**src/rtl/lpc_mon_pkg.sv**
```systemverilog
package lpc_mon_pkg;

  localparam int NIB_W     = 4;
  localparam int ADDR_W    = 32;
  localparam int DATA_W    = 8;
  localparam int WARN_W    = 4;
  localparam int IO_NIBS   = 4;
  localparam int MEM_NIBS  = ADDR_W / NIB_W;
  localparam int DATA_NIBS = DATA_W / NIB_W;
  localparam int TAR_CLKS  = 2;
  localparam int CNT_W     = $clog2(MEM_NIBS);

  localparam int WB_START = 0;
  localparam int WB_TYPE  = 1;
  localparam int WB_TAR   = 2;
  localparam int WB_SYNC  = 3;

  localparam logic [NIB_W-1:0] START_TARGET = 4'b0000;
  localparam logic [NIB_W-1:0] TAR_IDLE     = 4'b1111;

  typedef enum logic [2:0] {
    PH_IDLE, PH_START, PH_ADDR, PH_TAR1, PH_SYNC, PH_DATA, PH_TAR2
  } lpc_phase_e;

  function automatic int addr_nibs(input logic [NIB_W-1:0] ct);
    case (ct[3:1])
      3'b000, 3'b001: return IO_NIBS;
      3'b010, 3'b011: return MEM_NIBS;
      default:        return 0;
    endcase
  endfunction

  function automatic logic type_illegal(input logic [NIB_W-1:0] ct);
    return ct[3] & ct[2];
  endfunction

  function automatic logic sync_is_wait(input logic [NIB_W-1:0] s);
    return (s == 4'b0101) || (s == 4'b0110);
  endfunction

  function automatic logic sync_is_known(input logic [NIB_W-1:0] s);
    return (s == 4'b0000) || (s == 4'b1001) || (s == 4'b1010) || sync_is_wait(s);
  endfunction

endpackage

```
**src/rtl/lpc_nib_shift.sv**
```systemverilog
module lpc_nib_shift #(
  parameter int W         = 32,
  parameter bit MSN_FIRST = 1'b1
) (
  input  logic         clk_i,
  input  logic         rst_ni,
  input  logic         clear_i,
  input  logic         shift_i,
  input  logic [3:0]   nib_i,
  output logic [W-1:0] q_o
);
  logic [W-1:0] nxt;

  generate
    if (MSN_FIRST) begin : g_msn
      assign nxt = {q_o[W-5:0], nib_i};
    end else begin : g_lsn
      assign nxt = {nib_i, q_o[W-1:4]};
    end
  endgenerate

  always_ff @(posedge clk_i or negedge rst_ni) begin
    if (!rst_ni)      q_o <= '0;
    else if (clear_i) q_o <= '0;
    else if (shift_i) q_o <= nxt;
  end
endmodule

```
**src/rtl/lpc_phase_fsm.sv**
```systemverilog
module lpc_phase_fsm
  import lpc_mon_pkg::*;
(
  input  logic             clk_i,
  input  logic             rst_ni,
  input  logic             frame_ni,
  input  logic [NIB_W-1:0] lad_i,
  output lpc_phase_e       phase_o,
  output logic [NIB_W-1:0] ct_o,
  output logic             ev_begin_o,
  output logic             ev_start_chg_o,
  output logic             ev_type_o,
  output logic             ev_type_bad_o,
  output logic             ev_addr_o,
  output logic             ev_data_o,
  output logic             ev_tar_bad_o,
  output logic             ev_sync_o,
  output logic             ev_sync_bad_o,
  output logic             ev_done_o,
  output logic             ev_abort_o
);
  lpc_phase_e       phase_q, phase_d;
  logic [CNT_W-1:0] cnt_q, cnt_d;
  logic [NIB_W-1:0] start_q, ct_q;
  logic             is_wr;
  logic             mid_cycle;

  assign is_wr     = ct_q[1];
  assign mid_cycle = (phase_q != PH_IDLE) && (phase_q != PH_START);

  always_comb begin
    phase_d        = phase_q;
    cnt_d          = cnt_q;
    ev_begin_o     = 1'b0;
    ev_start_chg_o = 1'b0;
    ev_type_o      = 1'b0;
    ev_type_bad_o  = 1'b0;
    ev_addr_o      = 1'b0;
    ev_data_o      = 1'b0;
    ev_tar_bad_o   = 1'b0;
    ev_sync_o      = 1'b0;
    ev_sync_bad_o  = 1'b0;
    ev_done_o      = 1'b0;
    ev_abort_o     = 1'b0;
    case (phase_q)
      PH_IDLE: if (!frame_ni) begin
        ev_begin_o = 1'b1;
        phase_d    = PH_START;
      end
      PH_START: begin
        if (!frame_ni) begin
          ev_start_chg_o = (lad_i != start_q);
        end else if (start_q != START_TARGET) begin
          phase_d = PH_IDLE;
        end else if (type_illegal(lad_i)) begin
          ev_type_bad_o = 1'b1;
          phase_d       = PH_IDLE;
        end else begin
          ev_type_o = 1'b1;
          cnt_d     = '0;
          if (addr_nibs(lad_i) != 0) phase_d = PH_ADDR;
          else if (lad_i[1])         phase_d = PH_DATA;
          else                       phase_d = PH_TAR1;
        end
      end
      PH_ADDR: begin
        ev_addr_o = 1'b1;
        if (int'(cnt_q) == addr_nibs(ct_q) - 1) begin
          cnt_d   = '0;
          phase_d = is_wr ? PH_DATA : PH_TAR1;
        end else begin
          cnt_d = cnt_q + 1'b1;
        end
      end
      PH_TAR1: begin
        ev_tar_bad_o = (lad_i != TAR_IDLE);
        if (int'(cnt_q) == TAR_CLKS - 1) begin
          cnt_d   = '0;
          phase_d = PH_SYNC;
        end else begin
          cnt_d = cnt_q + 1'b1;
        end
      end
      PH_SYNC: begin
        ev_sync_o     = 1'b1;
        ev_sync_bad_o = !sync_is_known(lad_i);
        if (!sync_is_wait(lad_i)) phase_d = is_wr ? PH_TAR2 : PH_DATA;
      end
      PH_DATA: begin
        ev_data_o = 1'b1;
        if (int'(cnt_q) == DATA_NIBS - 1) begin
          cnt_d   = '0;
          phase_d = is_wr ? PH_TAR1 : PH_TAR2;
        end else begin
          cnt_d = cnt_q + 1'b1;
        end
      end
      PH_TAR2: begin
        ev_tar_bad_o = (lad_i != TAR_IDLE);
        if (int'(cnt_q) == TAR_CLKS - 1) begin
          cnt_d     = '0;
          ev_done_o = 1'b1;
          phase_d   = PH_IDLE;
        end else begin
          cnt_d = cnt_q + 1'b1;
        end
      end
      default: phase_d = PH_IDLE;
    endcase
    if (mid_cycle && !frame_ni) begin
      ev_addr_o     = 1'b0;
      ev_data_o     = 1'b0;
      ev_tar_bad_o  = 1'b0;
      ev_sync_o     = 1'b0;
      ev_sync_bad_o = 1'b0;
      ev_done_o     = 1'b0;
      ev_abort_o    = 1'b1;
      cnt_d         = '0;
      phase_d       = PH_START;
    end
  end

  always_ff @(posedge clk_i or negedge rst_ni) begin
    if (!rst_ni) begin
      phase_q <= PH_IDLE;
      cnt_q   <= '0;
      start_q <= '0;
      ct_q    <= '0;
    end else begin
      phase_q <= phase_d;
      cnt_q   <= cnt_d;
      if (!frame_ni) start_q <= lad_i;
      if (ev_type_o) ct_q    <= lad_i;
    end
  end

  assign phase_o = phase_q;
  assign ct_o    = ct_q;
endmodule

```
**src/rtl/lpc_rec_out.sv**
```systemverilog
module lpc_rec_out
  import lpc_mon_pkg::*;
(
  input  logic              clk_i,
  input  logic              rst_ni,
  input  logic [NIB_W-1:0]  lad_i,
  input  logic [NIB_W-1:0]  ct_i,
  input  logic [ADDR_W-1:0] addr_i,
  input  logic [DATA_W-1:0] data_i,
  input  logic              ev_begin_i,
  input  logic              ev_abort_i,
  input  logic              ev_type_i,
  input  logic              ev_sync_i,
  input  logic              ev_start_chg_i,
  input  logic              ev_type_bad_i,
  input  logic              ev_tar_bad_i,
  input  logic              ev_sync_bad_i,
  input  logic              ev_done_i,
  output logic              rec_valid_o,
  output logic [NIB_W-1:0]  rec_kind_o,
  output logic [ADDR_W-1:0] rec_addr_o,
  output logic [DATA_W-1:0] rec_data_o,
  output logic [NIB_W-1:0]  rec_sync_o,
  output logic [WARN_W-1:0] rec_warn_o
);
  logic [NIB_W-1:0]  sync_q;
  logic [WARN_W-1:0] warn_q, warn_now, warn_sum;

  always_comb begin
    warn_now           = '0;
    warn_now[WB_START] = ev_start_chg_i;
    warn_now[WB_TYPE]  = ev_type_bad_i;
    warn_now[WB_TAR]   = ev_tar_bad_i;
    warn_now[WB_SYNC]  = ev_sync_bad_i;
  end
  assign warn_sum = warn_q | warn_now;

  always_ff @(posedge clk_i or negedge rst_ni) begin
    if (!rst_ni) begin
      sync_q      <= '0;
      warn_q      <= '0;
      rec_valid_o <= 1'b0;
      rec_kind_o  <= '0;
      rec_addr_o  <= '0;
      rec_data_o  <= '0;
      rec_sync_o  <= '0;
      rec_warn_o  <= '0;
    end else begin
      if (ev_begin_i || ev_abort_i) warn_q <= '0;
      else                          warn_q <= warn_sum;
      if (ev_type_i)      sync_q <= '0;
      else if (ev_sync_i) sync_q <= lad_i;
      rec_valid_o <= ev_done_i || ev_type_bad_i;
      if (ev_type_bad_i) begin
        rec_kind_o <= lad_i;
        rec_addr_o <= '0;
        rec_data_o <= '0;
        rec_sync_o <= '0;
        rec_warn_o <= warn_sum;
      end else if (ev_done_i) begin
        rec_kind_o <= ct_i;
        rec_addr_o <= addr_i;
        rec_data_o <= data_i;
        rec_sync_o <= sync_q;
        rec_warn_o <= warn_sum;
      end
    end
  end
endmodule

```
**src/rtl/lpc_cycle_monitor.sv**
```systemverilog
module lpc_cycle_monitor
  import lpc_mon_pkg::*;
(
  input  logic              clk_i,
  input  logic              rst_ni,
  input  logic              frame_ni,
  input  logic [NIB_W-1:0]  lad_i,
  output logic              rec_valid_o,
  output logic [NIB_W-1:0]  rec_kind_o,
  output logic [ADDR_W-1:0] rec_addr_o,
  output logic [DATA_W-1:0] rec_data_o,
  output logic [NIB_W-1:0]  rec_sync_o,
  output logic [WARN_W-1:0] rec_warn_o
);
  lpc_phase_e        phase;
  logic [NIB_W-1:0]  ct;
  logic [ADDR_W-1:0] addr_acc;
  logic [DATA_W-1:0] data_acc;
  logic ev_begin, ev_start_chg, ev_type, ev_type_bad, ev_addr, ev_data;
  logic ev_tar_bad, ev_sync, ev_sync_bad, ev_done, ev_abort;

  lpc_phase_fsm u_fsm (
    .clk_i(clk_i), .rst_ni(rst_ni), .frame_ni(frame_ni), .lad_i(lad_i),
    .phase_o(phase), .ct_o(ct),
    .ev_begin_o(ev_begin), .ev_start_chg_o(ev_start_chg),
    .ev_type_o(ev_type), .ev_type_bad_o(ev_type_bad),
    .ev_addr_o(ev_addr), .ev_data_o(ev_data),
    .ev_tar_bad_o(ev_tar_bad), .ev_sync_o(ev_sync),
    .ev_sync_bad_o(ev_sync_bad), .ev_done_o(ev_done), .ev_abort_o(ev_abort)
  );

  lpc_nib_shift #(.W(ADDR_W), .MSN_FIRST(1'b1)) u_addr (
    .clk_i(clk_i), .rst_ni(rst_ni), .clear_i(ev_type), .shift_i(ev_addr),
    .nib_i(lad_i), .q_o(addr_acc)
  );

  lpc_nib_shift #(.W(DATA_W), .MSN_FIRST(1'b0)) u_data (
    .clk_i(clk_i), .rst_ni(rst_ni), .clear_i(ev_type), .shift_i(ev_data),
    .nib_i(lad_i), .q_o(data_acc)
  );

  lpc_rec_out u_rec (
    .clk_i(clk_i), .rst_ni(rst_ni), .lad_i(lad_i), .ct_i(ct),
    .addr_i(addr_acc), .data_i(data_acc),
    .ev_begin_i(ev_begin), .ev_abort_i(ev_abort), .ev_type_i(ev_type),
    .ev_sync_i(ev_sync), .ev_start_chg_i(ev_start_chg),
    .ev_type_bad_i(ev_type_bad), .ev_tar_bad_i(ev_tar_bad),
    .ev_sync_bad_i(ev_sync_bad), .ev_done_i(ev_done),
    .rec_valid_o(rec_valid_o), .rec_kind_o(rec_kind_o), .rec_addr_o(rec_addr_o),
    .rec_data_o(rec_data_o), .rec_sync_o(rec_sync_o), .rec_warn_o(rec_warn_o)
  );
endmodule

```
**config.mk**
```make
export PLATFORM = sky130hd
export DESIGN_NAME = lpc_cycle_monitor
export DESIGN_NICKNAME = d
export VERILOG_FILES = /design/src/rtl/lpc_mon_pkg.sv /design/src/rtl/lpc_nib_shift.sv /design/src/rtl/lpc_phase_fsm.sv /design/src/rtl/lpc_rec_out.sv /design/src/rtl/lpc_cycle_monitor.sv
export SDC_FILE = /design/constraint.sdc
export NUM_CORES = 1
export LEC_CHECK = 0
export BUFFER_PORTS_ARGS = -buffer_cell sky130_fd_sc_hd__buf_2
export CELL_PAD_IN_SITES_DETAIL_PLACEMENT = 2
export CELL_PAD_IN_SITES_GLOBAL_PLACEMENT = 2
export CORE_UTILIZATION = 42
export CTS_BUF_LIST = sky130_fd_sc_hd__clkbuf_8
export DETAILED_ROUTE_END_ITERATION = 7
export PLACE_DENSITY = 0.89
export SYNTH_ARGS = -nofsm -noshare
export SYNTH_HDL_FRONTEND = slang
export SYNTH_SLANG_ARGS = --single-unit
```
**constraint.sdc**
```tcl
create_clock -name clk_i -period 6.9 [get_ports clk_i]
set_input_delay 1.035 -clock clk_i [delete_from_list [all_inputs] [get_ports clk_i]]
set_output_delay 1.035 -clock clk_i [all_outputs]
set_load 0.02 [all_outputs]
```
=== After elaboration in Yosys (flattened, before gate mapping) ===
Cells that the tools add are included.

* Output and inout bits: 53
* Bits in registers: 115
* Logic and storage cells: 151

* Bitwise gates (word level): 2
* Add/sub/neg operators: 2
* Reductions and logical operators: 30
* Equality and inequality tests: 30
* Multiplexer cells: 73

{| class="wikitable"
|+ Operators by type and width
! kind !! count
|-
| $mux 32 || 9
|-
| $mux 3 || 20
|-
| $mux 4 || 9
|-
| $eq 4x32->1 || 1
|-
| $mux 8 || 4
|-
| $reduce_bool 32->1 || 1
|-
| $sub 32x2->32 const B || 1
|-
| $mux 1 || 26
|-
| $eq 3x2->1 const B || 7
|-
| $pmux 3 s7 || 1
|-
| $pmux 4 s2 || 2
|-
| $ne 3x1->1 const B || 5
|-
| $reduce_or 2->1 || 5
|-
| $eq 3x1->1 const B || 3
|-
| $eq 3x3->1 const B || 3
|-
| $logic_not 3->1 || 3
|-
| $ne 3x3->1 const B || 3
|-
| $pmux 3 s3 || 1
|-
| $eq 4x3->1 const B || 2
|-
| $eq 4x4->1 const B || 2
|-
| $reduce_bool 2->1 || 4
|-
| $reduce_bool 4->1 || 2
|-
| $reduce_and 7->1 || 1
|-
| $logic_or 1x1->1 || 6
|-
| 13 further kinds || 16
|}

=== Longest topological paths before layout ===
Gate-level depths: netlist of run 1.

* Depth after elaboration: 14
* Gate-level depth with buffers: 8
* Mapped depth without buffers: 7

=== Modules after synthesis ===
From an unflattened synthesis of run 1, not the netlist that was laid out.

* Cells, all modules: 448
* Area total of the unflattened synthesis: 5283.8 µm²

{| class="wikitable"
|+ Modules (own cells, without submodules)
! module !! cells each !! instances !! area each (µm²) !! sequential area each (µm²)
|-
| lpc_rec_out || 199 || 1 || 2471.1 || 1526.5
|-
| lpc_nib_shift (u_addr) || 103 || 1 || 1323.8 || 800.8
|-
| lpc_phase_fsm || 120 || 1 || 1163.6 || 350.3
|-
| lpc_nib_shift (u_data) || 26 || 1 || 325.3 || 200.2
|}

=== Least setup slack after synthesis of run 1 ===
No wires, ideal clock.

* Kind: register to register
* Start: register u_fsm.ct_q[2], in the netlist u_fsm.ct_o[2]
* End: register u_fsm.phase_q[0], in the netlist u_fsm.phase_o[0]
* Buffers on the path: 0
* Period minus slack after synthesis: 2.270 ns
* Stages on the path, launching flop included: 8
* Arrival time: 2.143 ns
* Slack: 4.630 ns
* Path through: dfrtp_1 or2_2 ha_1 or4_1 a211o_1 nand2_1 o211a_4 mux2_1

* Longest elaborated chain between the ends: 8

{| class="wikitable"
|+ Ends and longest elaborated chain
! what !! RTL line !! RTL
|-
| from (decl) || lpc_phase_fsm.sv:24 || <nowiki>logic [NIB_W-1:0] start_q, ct_q;</nowiki>
|-
| from (signal assigned) || lpc_phase_fsm.sv:133 || <nowiki>if (ev_type_o) ct_q <= lad_i;</nowiki>
|-
| $eq 3x2->1, or another cell as far along || lpc_mon_pkg.sv:26 || <nowiki>case (ct[3:1])</nowiki>
|-
| $reduce_or 2->1 || lpc_mon_pkg.sv:26 ||
|-
| $pmux 4 s2 (*) || lpc_mon_pkg.sv:26 ||
|-
| $mux 32 (*) || lpc_phase_fsm.sv:45 || <nowiki>case (phase_q)</nowiki>
|-
| $sub 32x2->32 (*) || lpc_phase_fsm.sv:68 || <nowiki>if (int'(cnt_q) == addr_nibs(ct_q) - 1) begin</nowiki>
|-
| $eq 4x32->1 (*) || lpc_phase_fsm.sv:68 ||
|-
| $ne 3x1->1 (no source line) (*) || n/a ||
|-
| $reduce_and 7->1 (no source line) (*) || n/a ||
|-
| to (signal assigned) || lpc_phase_fsm.sv:130 || <nowiki>phase_q <= phase_d;</nowiki>
|-
| to (decl) || lpc_phase_fsm.sv:22 || <nowiki>lpc_phase_e phase_q, phase_d;</nowiki>
|}

Mark *: on every way between the ends. The rest lies on a longest branch, timed or not. The select of a mux whose other input is x is not followed.
A chain may end at the register's enable or synchronous reset.

=== Final worst setup path of run 1 ===
* Start: input port frame_ni
* End: register u_rec.rec_warn_o[2]

* Longest elaborated chain between the ends: 6

{| class="wikitable"
|+ Ends and longest elaborated chain
! what !! RTL line !! RTL
|-
| from (decl) || lpc_cycle_monitor.sv:6 || <nowiki>input logic frame_ni,</nowiki>
|-
| $logic_not 1->1 || n/a ||
|-
| $logic_and 1x1->1 || lpc_phase_fsm.sv:110 || <nowiki>if (mid_cycle && !frame_ni) begin</nowiki>
|-
| $mux 1 || lpc_phase_fsm.sv:110 ||
|-
| $or 4x4->4 || lpc_rec_out.sv:36 || <nowiki>assign warn_sum = warn_q | warn_now;</nowiki>
|-
| $mux 4 || lpc_rec_out.sv:60 || <nowiki>end else if (ev_done_i) begin</nowiki>
|-
| $mux 4 || lpc_rec_out.sv:54 || <nowiki>if (ev_type_bad_i) begin</nowiki>
|-
| to (signal assigned) || lpc_rec_out.sv:59 || <nowiki>rec_warn_o <= warn_sum;</nowiki>
|-
| to (signal assigned) || lpc_rec_out.sv:65 || <nowiki>rec_warn_o <= warn_sum;</nowiki>
|-
| to (decl) || lpc_rec_out.sv:24 || <nowiki>output logic [WARN_W-1:0] rec_warn_o</nowiki>
|}

Several ways; a longest one is shown, not always the timed one. The select of a mux whose other input is x is not followed.

==> results of run 1 <==
state kept, by name, indices dropped and copies added (netlist names):
register	cells
u_rec.rec_data_o	8
u_fsm.cnt_q	3
u_rec.rec_addr_o	32
u_fsm.start_q	4
u_rec.warn_q	4
u_fsm.ct_o	4
u_fsm.phase_o	3
u_data.q_o	8
u_rec.rec_sync_o	4
u_rec.rec_warn_o	4
u_rec.rec_kind_o	4
u_addr.q_o	32
u_rec.rec_valid_o	1
u_rec.sync_q	4
logic make-up (layout without fill, tap and decap cells):
| group | count (synthesis) | after routing | synth area share [%] |
|---|---|---|---|
| AND/OR/NAND/NOR | 183 | 183 | 15.48 |
| flip-flops | 115 | 115 | 56.50 |
| adder cells (fa/ha/maj) | 5 | 5 | 1.228 |
| multiplexers | 62 | 62 | 12.43 |
| AO/OA/AOI/OAI | 82 | 82 | 9.531 |
| XOR/XNOR | 7 | 7 | 1.204 |
| buffers and inverters | 39 | 99 | 3.635 |
per-stage QoR:
step                hold slack [ns]  cell area [um2]
finish                       0.5121             5834
global placement             0.4789             5463
detailed placement           0.4994             5463
CTS                          0.5132             5834
floorplan                    0.4493             5094
global route                 0.5468             5834
cell type report:
type | instances | area [um2]
clock buffer | 23 | 316.6
clock inverter | 6 | 55.05
fill | 1205 | 5779
inverter | 6 | 22.52
multi-input combinational | 339 | 2048
sequential | 115 | 2878
tap | 143 | 178.9
timing repair buffer | 64 | 335.3
final timing paths:
check / from / end / slack, ns
worst max-delay path: frame_ni / u_rec.rec_warn_o[2] / 3.43
worst min-delay path: u_rec.rec_warn_o[1] / u_rec.rec_warn_o[1] / 0.51
worst max register to register: u_fsm.phase_o[0] / u_rec.rec_warn_o[2] / 3.57
worst min register to register: u_rec.rec_warn_o[1] / u_rec.rec_warn_o[1] / 0.51
max in group asynchronous: rst_ni / u_rec.rec_addr_o[14] / 4.98
min in group asynchronous: rst_ni / u_rec.rec_valid_o / 0.58
worst min-delay path, delay by kind of cell, from the launching register on:
kind	cells	cell delay [ns]
AOI/OAI and AO/OA	1	0.07
muxes	1	0.06
DFF	1	0.34
power by group:
| part | internal [W] | switching, W | leakage, nW |
|---|---|---|---|
| registers | 0.000765 | 0.000104 | 1.56 |
| clock network | 0.000332 | 0.000268 | 0.198 |
| logic | 0.000124 | 0.000193 | 1.04 |
layer usage:
metal,part of all wire [%],vias up
li1,-,1758
met1,44,2014
met2,51,87
met3,2.8,18
met4,1.8,0
met5,0,-
cells in the final DEF (no fill, tap or decap), types with 4 or more instances in the layout:
cell type,n
o21ai_0,9
buf_2,58
nand2_1,89
ha_1,5
dfrtp_1,115
xor2_1,7
a21oi_1,49
o21ai_1,4
mux2_2,7
buf_4,6
clkbuf_8,23
nor2_1,61
nand3_1,5
inv_1,7
mux2i_1,52
==> flow_metrics.tcl, run 1 <==
set metrics [dict create \
    wire_per_inst_um 20.80 \
    drcViolationCount 5 \
    critPathMaxFanout 31 \
    worst-path-buf-inv 2 \
    grt_pass1_vias 4306 \
    core.rowCount 39 \
    failed_checks "design-rule violations" \
    status "finished, violations left" \
    max_freq_mhz 288.6 \
    hold_depth 2 \
    grt_max_degree 73 \
    post_cts_resized 0 \
    syn-num-nets 505 \
    hpwl_um 8886 \
    htree_levels 4 \
    postRouteAntennaNets 0 \
    die_h_um 112.1 \
    diodes 0 \
    clockRootBuffer "clkbuf_8" \
    via_count 3877 \
    start_util_pct 43.86 \
    synth_area_mm2 0.005094 \
    grt_pass1_wl_um 24030 \
    cts_setup_buffers 0 \
    cp_cell_sequence "buf_2 -> nand2b_1 -> nor3_4 -> buf_4 -> or2_1 -> nor2_1 -> a21oi_1" \
    core_mm2 0.01161 \
    firstDrtPassIters 6 \
    synthArstFlopShare_pct 100.0 \
    p_per_area_mw_per_mm2 306.2 \
    syn2layout_area_growth_pct 14.54 \
    cp-start-kind "primary input" \
    synth.ff_latch_count 115 \
    fin_nets 555 \
    gp_congestion 0.7510 \
    synth_top_cell_by_area "dfrtp_1" \
    fin_tns_setup_ns 0 \
    grtUsageMet2_pct 42.36 \
    antenna_found_initial 0 \
    viasPerCell 5.570 \
    met1_usage_pct 31.43 \
    maxSlewViolCount 0 \
    cts_sinks 115 \
    cp_num_cells 7 \
    hold_viol 0 \
    rsz0062_at_grt "false" \
    drive_gt1_share_pct 19.89 \
    yosysUniqueCellTypes 49 \
    required_ns 7.26 \
    cap_violations 0 \
    cts_tree "done" \
    numCtsBuffers 17 \
    die_w_um 112.1 \
    netlist_instances 493 \
    seq_area_frac_synth_pct 56.50 \
    cp-end-kind "flop" \
    clk-insertion-delay-late_ns 0.45 \
    synth.most_common_cell "dfrtp_1" \
    synth_edf_count 0 \
    cpPeakStageDelay_ns 0.97 \
    synthTopCellsByArea "dfrtp_1, mux2i_1, nand2_1" \
    r2r_cells 6 \
    worst_slew_pin_slew_ns 1.168 \
    overflow 0 \
    instances_no_fill 696 \
    cp_slowest_cell "nor3_4" \
    yosys-top-cells-count "dfrtp_1, nand2_1, nor2_1, mux2i_1, a21oi_1" \
    relSlewSlack_pct 21.86 \
    period_share_pct 50.22 \
    dieArea_mm2 0.01257 \
    groute.usage.overall_pct 25.09 \
    cts_max_path_buffers 2 \
    grt_busiest_layer "met2" \
    yosysWarnings 0 \
    crit_family "simple AND/OR/NAND/NOR gates" \
    setup_viol 0 \
    worst_ep_arrival_time_ns 3.83 \
    p_total_w 0.001787 \
    drt_iter0_drc 207 \
    port_buffers 59 \
    fin_ws_ns 3.435 \
    use_met3_pct 4.914 \
    period_needed_ns 3.465 \
    path_class "in2reg" \
    ioPinCount 60 \
    ir_drop_mv 0.1487 \
    wirelength_um 14480 \
    dp.cells 667 \
    dp_slack_ns 2.996 \
    postLayoutCoreUtil_pct 50.24 \
    leakagePower_nw 2.799 \
    hold_class "reg2reg" \
    fin_skew_ns 0.009761 \
    cts.clk_slew.worst_paths_ns 0.06 \
    ctsHoldBuffers 0 \
    avgSynthCellArea_um2 10.33 \
    ys.flop_type "dfrtp_1" \
    synth_top_area_share_pct 56.50 \
]
Power figures use the tool's default switching activity.
==> run 2, diff against run 1 <==
--- a/config.mk
+++ b/config.mk
@@ -8,10 +8,10 @@
 export BUFFER_PORTS_ARGS = -buffer_cell sky130_fd_sc_hd__buf_2
 export CELL_PAD_IN_SITES_DETAIL_PLACEMENT = 2
 export CELL_PAD_IN_SITES_GLOBAL_PLACEMENT = 2
-export CORE_UTILIZATION = 42
+export CORE_UTILIZATION = 39
 export CTS_BUF_LIST = sky130_fd_sc_hd__clkbuf_8
 export DETAILED_ROUTE_END_ITERATION = 7
-export PLACE_DENSITY = 0.89
+export PLACE_DENSITY = 0.84
 export SYNTH_ARGS = -nofsm -noshare
 export SYNTH_HDL_FRONTEND = slang
 export SYNTH_SLANG_ARGS = --single-unit
==> constraint.sdc (replaced) <==
create_clock -name clk_i -period 3.4 [get_ports clk_i]
set_input_delay 0.51 -clock clk_i [delete_from_list [all_inputs] [get_ports clk_i]]
set_output_delay 0.51 -clock clk_i [all_outputs]
set_load 0.02 [all_outputs]
==> run 2 against run 1 <==
Effect of this change:
- the flow now finishes without violations
- combinational power grew 99%
- core utilization shrank 3.0 points
- cell count grew 5.5%
- sequential cell count is the same
- first-iteration DRC count shrank 36%
- total power grew 110%
- clock power grew 140%
- routed wire length shrank 0.98%
- die area grew 7.5%
==> flow_metrics.tcl, run 2 (synthesized netlist as in run 1, its figures left out) <==
set metrics [dict create \
    status "complete, no violations" \
    cts_max_path_buffers 2 \
    fin_nets 561 \
    overflow 0 \
    die_w_um 116.3 \
    p_int_w 0.002680 \
    hpwl_um 9075 \
    postRouteAntennaNets 0 \
    wire_per_inst_um 19.53 \
    postLayoutCoreUtil_pct 47.24 \
    drt_iter0_drc 133 \
    cap_violations 0 \
    worst_slew_pin_slew_ns 0.7376 \
    ioPinCount 60 \
    leakagePower_nw 2.868 \
    grt_max_degree 51 \
    antenna_found_initial 0 \
    numCtsBuffers 17 \
    viasPerCell 5.293 \
    firstDrtPassIters 4 \
    period_needed_ns 2.597 \
    switching_share_pct 30.20 \
    core_mm2 0.01267 \
    core.rowCount 41 \
    p_per_area_mw_per_mm2 641.4 \
    hold_class "in2async" \
    cts_sinks 115 \
    power_switching_w 0.001160 \
    fill_cells 1328 \
    critPathMaxFanout 22 \
    start_util_pct 40.20 \
    ctsHoldBuffers 0 \
    gp_congestion 0.8084 \
    maxSlewViolCount 0 \
    path_class "reg2reg" \
    period_share_pct 76.39 \
    drive_gt1_share_pct 21.00 \
    grt_pass1_wl_um 23520 \
    groute.usage.overall_pct 23.33 \
    dieArea_mm2 0.01352 \
    grt_pass1_vias 4394 \
    hold_viol 0 \
    rsz0062_at_grt "false" \
    cts.clk_slew.worst_paths_ns 0.07 \
    setup_viol 0 \
    p_comb_share_pct 16.5 \
    via_count 3885 \
    max_freq_mhz 385.0 \
    port_buffers 59 \
    instances_no_fill 734 \
    diodes 0 \
    relSlewSlack_pct 50.56 \
    wirelength_um 14330 \
    htree_levels 4 \
    drcViolationCount 0 \
    clkPwrFrac_pct 37.5 \
    cts_tree "done" \
    p_seq_share_pct 46.0 \
    fin_skew_ns 0.01224 \
    syn2layout_area_growth_pct 17.51 \
    final_cell_mix "dfrtp_1, nand2_1, nor2_1" \
    clk-insertion-delay-late_ns 0.45 \
    dp.cells 702 \
    cts_setup_buffers 0 \
    ir_drop_mv 0.3488 \
    die_h_um 116.3 \
    cp-start-kind "flop" \
    worst_ep_arrival_time_ns 2.91 \
    fin_tns_setup_ns 0 \
    final_common_cell "dfrtp_1" \
    top_regs "u_addr.q_o: 32 flops, u_rec.rec_addr_o: 32 flops" \
    cp-end-kind "flop" \
    post_cts_resized 0 \
    required_ns 3.71 \
    clockRootBuffer "clkbuf_8" \
]
-- run 2: cell types whose count changed in the layout (fill, tap and decap cells not counted), sizes merged --
| cell | change |
|---|---|
| buf | +6 |
| bufinv | +4 |
| clkbuf | -5 |
| clkinv | +3 |
| inv | +1 |
-- run 2: metal layers --
layer | share of wire [%] | up-vias | track usage (%)
met2 | 53 | 74 | 41.42
li1 | - | 1777 | -
met1 | 42 | 2003 | 26.85
met4 | 2.5 | 0 | 9.829
met5 | 0 | - | 0
met3 | 2.8 | 31 | 5.553
-- run 2: final timing paths --
path,startpoint,end,slack (ns),depth (start not counted)
worst max-delay path,u_fsm.phase_o[1],u_addr.q_o[30],0.80,5
worst min-delay path,rst_ni,u_rec.warn_q[0],0.09,1
worst max register to register,u_fsm.phase_o[1],u_addr.q_o[30],0.80,5
worst min register to register,u_rec.warn_q[2],u_rec.warn_q[2],0.51,2
max in group asynchronous,rst_ni,u_rec.rec_addr_o[11],2.41,2
min in group clk_i,lad_i[0],u_data.q_o[4],0.43,3
-- run 2: cell type report --
cell class                      instances  area (um2)  area share, %
Clock buffer                           18       247.7          4.139
Multi-Input combinational cell        339        2048          34.22
Timing Repair Buffer                   70       380.4          6.355
Inverter                                6       22.52         0.3763
Tap cell                              172       215.2          3.595
Clock inverter                         14       193.9          3.240
Sequential cell                       115        2878          48.08
-- run 2: power groups by stage --
| stage | Combinational, W | Sequential (W) | Clock [W] |
|---|---|---|---|
| CTS | 0.000643 | 0.00177 | 0.00147 |
| global route | 0.000702 | 0.00180 | 0.00153 |
| floorplan | 0.000423 | 0.00173 | 0 |
| global placement | 0.000576 | 0.00177 | 0 |
| detailed placement | 0.000616 | 0.00179 | 0 |
| finish | 0.000632 | 0.00177 | 0.00144 |
-- run 2: worst max-delay path, stage by stage, from the launching register on --
cell and delay, ns:
dfrtp_1 0.65, nor2_1 0.52, nand4_1 0.34, a21oi_4 0.51, buf_4 0.35, a21oi_1 0.09
-- run 2: metrics by stage --
stage | area, um2 | setup slack, ns | power [W] | hold WS [ns]
2_1_floorplan | 5094 | 1.130 | 0.002154 | 0.2144
5_1_grt | 5986 | 0.5696 | 0.004027 | 0.1256
4_1_cts | 5986 | 0.7754 | 0.003883 | 0.09565
6_report | 5986 | 0.8026 | 0.003840 | 0.09416
3_5_place_dp | 5544 | 0.8328 | 0.002405 | 0.4887
3_3_place_gp | 5544 | 1.011 | 0.002342 | 0.4734
==> run 3, diff against run 2 <==
--- a/config.mk
+++ b/config.mk
@@ -8,10 +8,10 @@
 export BUFFER_PORTS_ARGS = -buffer_cell sky130_fd_sc_hd__buf_2
 export CELL_PAD_IN_SITES_DETAIL_PLACEMENT = 2
 export CELL_PAD_IN_SITES_GLOBAL_PLACEMENT = 2
-export CORE_UTILIZATION = 39
+export CORE_UTILIZATION = 35
 export CTS_BUF_LIST = sky130_fd_sc_hd__clkbuf_8
 export DETAILED_ROUTE_END_ITERATION = 7
-export PLACE_DENSITY = 0.84
+export PLACE_DENSITY = 0.8
 export SYNTH_ARGS = -nofsm -noshare
 export SYNTH_HDL_FRONTEND = slang
 export SYNTH_SLANG_ARGS = --single-unit
==> constraint.sdc (replaced) <==
create_clock -name clk_i -period 2.2 [get_ports clk_i]
set_input_delay 0.33 -clock clk_i [delete_from_list [all_inputs] [get_ports clk_i]]
set_output_delay 0.33 -clock clk_i [all_outputs]
set_load 0.02 [all_outputs]
==> run 3 against run 2 <==
Effect of this change:
- the run now ends with negative setup slack left
- fmax increased by 15%
- cell area grew 3.6%
- total power rose by 53%
- critical path depth grew 2
- routed wire length down 2.3%
- core utilization down 3.1 points
- clock skew is 0.0056 ns higher
- clock-buffer cell count rose by 3
- non-clock buffer count is 22 higher
- hold slack better by 0.16 ns
- clock power is 37% higher
- sequential share of layout area shrank 1.7 points
- largest cell class unchanged
- highest routed layer unchanged
==> flow_metrics.tcl, run 3 (synthesized netlist as in run 1, its figures left out) <==
set metrics [dict create \
    hold_end "u_data.q_o[4]" \
    p_comb_share_pct 21.0 \
    grt_pass1_wl_um 23250 \
    drt_iter0_drc 124 \
    htree_levels 4 \
    top_regs "u_addr.q_o: 32 flops, u_rec.rec_addr_o: 32 flops" \
    drcViolationCount 0 \
    setup_viol 3 \
    cap_violations 0 \
    status "finished, violations left" \
    numCtsBuffers 17 \
    die_w_um 122.6 \
    ioPinCount 60 \
    r2r_slack_ns -0.05 \
    dp_slack_ns -0.1365 \
    switching_share_pct 30.71 \
    start_util_pct 36.27 \
    cp_slowest_cell "or4_1" \
    p_int_w 0.004064 \
    cts_max_path_buffers 2 \
    die_h_um 122.6 \
    hold_depth 3 \
    multiInputGateArea_mm2 0.002066 \
    p_per_area_mw_per_mm2 945.9 \
    worst_ep_arrival_time_ns 2.59 \
    worst-path-buf-inv 0 \
    cts_tree "done" \
    timing.rr.start "u_fsm.ct_o[2]" \
    core.rowCount 43 \
    p_seq_share_pct 45.2 \
    postRouteAntennaNets 0 \
    worst_slew_pin_slew_ns 0.5412 \
    cp-start-kind "flop" \
    wirelength_um 14000 \
    r2r_cells 7 \
    syn2layout_area_growth_pct 21.71 \
    fin_skew_ns 0.01785 \
    hold_viol 0 \
    viasPerCell 5.145 \
    core_mm2 0.01404 \
    rr_endpoint "u_fsm.phase_o[0]" \
    clkPwrFrac_pct 33.8 \
    hold_ws_ns 0.2544 \
    groute.usage.overall_pct 20.74 \
    holdCritStartpoint "lad_i[0]" \
    fin_ws_ns -0.05194 \
    cts.clk_slew.worst_paths_ns 0.07 \
    power_switching_w 0.001801 \
    gp_congestion 0.8291 \
    rsz0062_at_grt "true" \
    leakagePower_nw 2.970 \
    final_common_cell "dfrtp_1" \
    final_cell_mix "dfrtp_1, nand2_1, nor2_1" \
    failed_checks "negative setup slack" \
    fin_nets 583 \
    drive_gt1_share_pct 24.83 \
    ir_drop_mv 0.3927 \
    cp-end-kind "flop" \
    diodes 0 \
    clockRootBuffer "clkbuf_8" \
    firstDrtPassIters 4 \
    fill_cells 1508 \
    register_area_mm2 0.002878 \
    path_class "reg2reg" \
    dieArea_mm2 0.01504 \
    maxSlewViolCount 0 \
    cpPeakStageDelay_ns 0.41 \
    overflow 0 \
    antenna_found_initial 0 \
    max_freq_mhz 444.1 \
    critPathMaxFanout 3 \
    cp_cell_sequence "or2_4 -> ha_2 -> or4_1 -> a211o_1 -> nand2_2 -> o211a_4 -> mux2_4" \
    cts_sinks 115 \
    clk-insertion-delay-late_ns 0.45 \
    required_ns 2.54 \
    hpwl_um 9385 \
    period_share_pct 102.4 \
    fin_tns_setup_ns -0.1369 \
    crit_family "simple AND/OR/NAND/NOR gates" \
    hold_class "in2reg" \
    port_buffers 59 \
    via_count 3931 \
    grt_max_degree 50 \
    period_needed_ns 2.252 \
    grt_pass1_vias 4434 \
    relSlewSlack_pct 63.76 \
    wire_per_inst_um 18.32 \
]
[run 3: changes by cell type in the layout (fill, tap and decap cells not counted), sizes merged]
| cell | delta |
|---|---|
| clkinv | +1 |
| bufinv | -3 |
| dlygate4sd3 | +1 |
| buf | +21 |
| clkinvlp | +1 |
| inv | -2 |
| clkbuf | +3 |
[run 3: cell type report]
class | count | area share (%)
clock inverters | 11 | 1.756
flip-flops and latches | 115 | 46.42
well taps | 180 | 3.633
inverters | 6 | 0.3633
clock buffers | 21 | 4.662
repair buffers | 92 | 9.849
multi-input cells | 339 | 33.32
[run 3: worst max path at each step]
stage	from	endpoint	slack (ns)	cells after the start
after floorplan	u_fsm.ct_o[3]	u_fsm.phase_o[0]	0.01	7
after global placement	u_fsm.ct_o[3]	u_fsm.phase_o[1]	-0.02	7
after detailed placement	u_fsm.ct_o[2]	u_fsm.phase_o[0]	-0.14	7
after CTS	u_fsm.ct_o[3]	u_fsm.phase_o[0]	-0.11	7
after global routing	u_fsm.ct_o[3]	u_fsm.phase_o[0]	-0.11	7
final	u_fsm.ct_o[2]	u_fsm.phase_o[0]	-0.05	7
[run 3: per-layer routing]
layer  vias to the layer above  share of wire [%]  wire, um  global-route usage [%]
li1                       1817                  -         -                       -
met1                      2038                 43      5982                   24.65
met2                        59                 53      7428                   36.48
met3                        17                2.7       381                   4.833
met4                         0                1.5       205                   7.317
met5                         -                  0         0                       0
[run 3: power by group through the flow]
stage          Combinational (W)  Clock (W)  Sequential (W)
3_3_place_gp             0.00105          0         0.00266
3_5_place_dp             0.00114          0         0.00269
2_1_floorplan           0.000661          0         0.00268
4_1_cts                  0.00122    0.00204         0.00265
6_report                 0.00123    0.00198         0.00265
5_1_grt                  0.00137    0.00212         0.00269
[run 3: repair_timing]
item | CTS | global route
gates resized for setup | 4 | 1
setup endpoints to repair | 4 | 4
setup buffers | 3 | 3
hold buffers | 1 | 0
pin swaps | 1 | 5
endpoints found under the hold margin | 31 | 0
[run 3: worst min-delay path, delay by kind of cell]
family                 cells  cell delay [ns]
and+or+nand+nor            1             0.09
buffers and inverters      1             0.19
AOI/OAI and AO/OA          1             0.06
[run 3: metrics by stage]
stage / instance area, um2 / utilization (%) / power, W / cells
2_1_floorplan: 5096 / - / 0.003337 / 493
3_3_place_gp: 5731 / 40.81 / 0.003715 / 725
3_5_place_dp: 5731 / 40.81 / 0.003831 / 725
4_1_cts: 6175 / 43.97 / 0.005915 / 761
5_1_grt: 6200 / 44.15 / 0.006183 / 764
6_report: 6200 / 44.15 / 0.005864 / 764
